`config.mk`:
```
export PLATFORM = sky130hd
export DESIGN_NAME = mag_min_cmp
export DESIGN_NICKNAME = d
export VERILOG_FILES = /design/src/rtl/mag_cmp_pkg.sv /design/src/rtl/cmp_bit_cell.sv /design/src/rtl/cmp_ripple_chain.sv /design/src/rtl/min_select.sv /design/src/rtl/mag_min_cmp.sv
export SDC_FILE = /design/constraint.sdc
export NUM_CORES = 1
export LEC_CHECK = 0
export BUFFER_PORTS_ARGS = -buffer_cell sky130_fd_sc_hd__buf_2
export CORE_AREA = 2 2 39 41
export DETAILED_ROUTE_END_ITERATION = 10
export DIE_AREA = 0 0 41 43
export PLACE_DENSITY = 0.65
export REMOVE_ABC_BUFFERS = 1
export SETUP_SLACK_MARGIN = 0.15
export SLEW_MARGIN = 20
export SYNTH_ARGS = -nofsm -noshare
export SYNTH_HDL_FRONTEND = slang
export SYNTH_SLANG_ARGS = --single-unit
export TNS_END_PERCENT = 1
```
`constraint.sdc`:
```
create_clock -name vclk -period 1.95
set_input_delay 0.0975 -clock vclk [all_inputs]
set_output_delay 0.0975 -clock vclk [all_outputs]
set_load 0.02 [all_outputs]
```
`src/rtl/mag_cmp_pkg.sv`:
```
package mag_cmp_pkg;

    typedef struct packed {
        logic gt;
        logic eq;
        logic lt;
    } verdict_t;

    localparam verdict_t VERDICT_STANDALONE = '{gt: 1'b0, eq: 1'b1, lt: 1'b0};

endpackage

```
`src/rtl/cmp_bit_cell.sv`:
```
module cmp_bit_cell
    import mag_cmp_pkg::*;
(
    input  logic     a_bit_i,
    input  logic     b_bit_i,
    input  verdict_t upper_i,
    output verdict_t lower_o
);

    verdict_t cell_d;

    always_comb begin
        cell_d    = '0;
        // a verdict reached above is kept; only "equal so far" is refined here
        cell_d.gt = upper_i.gt | (upper_i.eq & a_bit_i & ~b_bit_i);
        cell_d.lt = upper_i.lt | (upper_i.eq & ~a_bit_i & b_bit_i);
        cell_d.eq = upper_i.eq & ~(a_bit_i ^ b_bit_i);
    end

    assign lower_o = cell_d;

endmodule

```
`src/rtl/cmp_ripple_chain.sv`:
```
module cmp_ripple_chain
    import mag_cmp_pkg::*;
#(
    parameter int WIDTH = 8
) (
    input  logic [WIDTH-1:0] a_i,
    input  logic [WIDTH-1:0] b_i,
    input  verdict_t         cascade_i,
    output verdict_t         result_o
);

    localparam int LINKS = WIDTH + 1;

    verdict_t link_d [LINKS];

    assign link_d[WIDTH] = cascade_i;

    for (genvar bit_g = WIDTH - 1; bit_g >= 0; bit_g--) begin : g_cell
        cmp_bit_cell cell_i (
            .a_bit_i (a_i[bit_g]),
            .b_bit_i (b_i[bit_g]),
            .upper_i (link_d[bit_g+1]),
            .lower_o (link_d[bit_g])
        );
    end

    assign result_o = link_d[0];

endmodule

```
`src/rtl/min_select.sv`:
```
module min_select #(
    parameter int WIDTH = 8
) (
    input  logic [WIDTH-1:0] a_i,
    input  logic [WIDTH-1:0] b_i,
    input  logic             pick_a_i,
    output logic [WIDTH-1:0] min_o
);

    logic [WIDTH-1:0] min_d;

    always_comb begin
        min_d = b_i;
        if (pick_a_i) begin
            min_d = a_i;
        end
    end

    assign min_o = min_d;

endmodule

```
`src/rtl/mag_min_cmp.sv`:
```
module mag_min_cmp
    import mag_cmp_pkg::*;
#(
    parameter int WIDTH = 8
) (
    input  logic [WIDTH-1:0] a_i,
    input  logic [WIDTH-1:0] b_i,
    input  logic             casc_gt_i,
    input  logic             casc_eq_i,
    input  logic             casc_lt_i,
    output logic             a_gt_b_o,
    output logic             a_eq_b_o,
    output logic             a_lt_b_o,
    output logic [WIDTH-1:0] min_o
);

    verdict_t cascade_d;
    verdict_t verdict_d;

    always_comb begin
        cascade_d    = '0;
        cascade_d.gt = casc_gt_i;
        cascade_d.eq = casc_eq_i;
        cascade_d.lt = casc_lt_i;
    end

    cmp_ripple_chain #(.WIDTH(WIDTH)) chain_i (
        .a_i       (a_i),
        .b_i       (b_i),
        .cascade_i (cascade_d),
        .result_o  (verdict_d)
    );

    min_select #(.WIDTH(WIDTH)) pick_i (
        .a_i      (a_i),
        .b_i      (b_i),
        .pick_a_i (verdict_d.lt),
        .min_o    (min_o)
    );

    assign a_gt_b_o = verdict_d.gt;
    assign a_eq_b_o = verdict_d.eq;
    assign a_lt_b_o = verdict_d.lt;

endmodule

```
==> results.md <==
- Outcome: complete, no violations
- Worst-path cell chain: buf_2 -> nor2b_4 -> o21ai_2 -> nand4_1 -> a31o_1 -> a21oi_4 -> buf_6 -> mux2_4 -> buf_6
- CP Buf/Inv Count: 3
- Startpoint types: primary input
- Hold buffers post-CTS: 0
- Placed inst area: 621 um2
- Combined area of the multi-input logic cells: 465 um2
- Clock buffers: 0
- Lkg Pwr: 0.359 nW
- N_diodes: 0
- Crit. End Element: primary output
- Detail Route Antenna Nets: 0
- Power per cell area: 288 mW/mm2
- Initial antenna violation count: 0
- Critical Path AT: 1.69 ns
- Largest net degree at the start of global routing: 7
- Synth top area cells: mux2_1 10%, nor2b_1 9.7%, maj3_2 7.5%, o221ai_2 6.7%, inv_1 5.8%
- Syn. warnings: 0
- Nets: 117
- Total number of vias: 574
- Syn_area_per_cell: 7.38 um2
- Top Ports: 30
- Pins Over Slew Limit: 0
- Final WL: 1350 um
- Area of the die: 0.00176 mm2
- Crit-path leading delay family: compound AO/OA/AOI/OAI gates
- Post-synthesis cell count: 61
- Post-DP HPWL: 983 um
- Final TNS setup: 0 ns
- Global Route Usage Sum: 0.137
- Drt pass-1 iters: 4
- First-pass GRT wire length: 1810 um
- IO buf count: 30
- Final hold vios: 0
- Unrepaired setup endpoints after global routing: yes
- Mapped cell area: 450 um2
- Synth unique cells: 31
- Slowest stage cell, crit path: mux2_4
- Max incr delay on CP: 0.30 ns
- Worst IR Drop VDD: 140 uV
- Drt drc: 0
- Setup CP Type: in -> out
- Register area share after synthesis: 0
- Drt wl/cell: 12.0 um
- Initial core utilization: 0.325
- Peak Freq: 559 MHz
- Synth area leader: mux2_1
- Rel. slew slack: 0.784
- Util after Layout: 0.546
- Die Width: 41 um
- Seq Cell Count: 0
- DRT iter0 DRCs: 4
- Cell area after layout: 756 um2
- Layout area overhead: 67.8%
- Vias in the first global route: 476
- Maximum fanout along the worst path: 4
- Filler cells: 146
- Measured slew at the worst slew-check pin: 0.322 ns
- Die height: 43 um
- Core ar.: 0.00138 mm2
- Period utilisation layout: 0.917
- Share of the synthesized area in the top cell type: 0.100
- Hold Crit Class: in -> out
- Vias/cell: 5.13
- Row count: 14
- Min Clock Period, post-route: 1.79 ns
- CP dominant cell by count: buf_6
- Total congestion overflow: 0
- Setup violators final: 0
- Gpl congestion: 0.817
- CP Data Required Time: 1.85 ns
- Max-cap violation count: 0
- Layout cell share with drive strength beyond 1: 0.563
- Register area: 0 um2
==> layer usage <==
metal / vias to the layer above / GRT usage / share of wire
met1: 257 / 0.181 / 0.43
met4: 0 / 0.00667 / 0
met5: - / 0 / 0
met3: 0 / 0 / 0.076
li1: 296 / - / -
met2: 21 / 0.247 / 0.49
==> Yosys cell counts (2+ instances only) <==
cell type and n:
nand2b_1 2, inv_1 7, o21ai_0 2, nor2b_1 7, mux2_1 4, a211oi_1 2
xor2_1 2, maj3_2 3, nor2_1 5, o221ai_2 2, inv_2 2, nor4_1 2
nand2_1 2, nand4_1 2
==> tightest hold or removal path: cells and delay by family <==
kind	cells	cell delay, ns
AOI/OAI and AO/OA	1	0.10
buffers and inverters	2	0.19
==> area by class of cell <==
cell class	count	area share
well taps	16	0.0265
inverters	9	0.0447
multi-input cells	52	0.616
repair buffers	35	0.313
==> worst paths after layout <==
kind | start | end | slack, ns | cells past startpoint
hold / removal | casc_gt_i | a_gt_b_o | 0.49 | 3
setup / recovery | b_i[0] | min_o[6] | 0.16 | 9
==> repair_timing <==
| action | 4_1_cts | 5_1_grt |
|---|---|---|
| setup buffers | 1 | 4 |
| pin swaps | 1 | 10 |
| endpoints found under the setup margin | 4 | 7 |
| resized for setup | 0 | 25 |
==> power by group <==
group | internal [mW] | switching, mW | leakage, nW
clock network | 0 | 0 | 0
registers | 0 | 0 | 0
logic | 0.107 | 0.110 | 0.359
==> logic make-up after synthesis <==
logic type               count (synthesis)  synth area share
multiplexers                             5             0.122
adder cells (fa/ha/maj)                  4            0.0972
XOR/XNOR                                 3            0.0583
AND/OR/NAND/NOR                         26             0.364
AO/OA/AOI/OAI                           14             0.283
buffers and inverters                    9            0.0750
==> per-stage QoR <==
| step | hold slack [ns] | setup WS (ns) | instances | power (mW) |
|---|---|---|---|---|
| floorplan | 0.366 | 0.237 | 61 | 0.110 |
| global placement | 0.502 | 0.161 | 107 | 0.166 |
| detailed placement | 0.511 | 0.117 | 107 | 0.168 |
| CTS | 0.513 | 0.159 | 108 | 0.171 |
| global route | 0.502 | 0.0772 | 112 | 0.236 |
| finish | 0.492 | 0.162 | 112 | 0.217 |
==> cells in the final DEF (no fill, tap or decap), drive strengths merged <==
cell type / count
nor2: 5
and3: 1
nand4: 2
nor3b: 1
a211o: 1
a41oi: 1
buf: 35
o32a: 1
a21oi: 1
a31o: 1
xnor2: 1
or2b: 1
nor3: 1
maj3: 4
a211oi: 2
o221ai: 2
mux2i: 1
o22ai: 1
inv: 9
xor2: 2
nand2: 2
nand3: 1
mux2: 4
nor2b: 8
o311ai: 1
nand2b: 2
nor4: 2
o21ai: 3
Power figures use the tool's default switching activity.
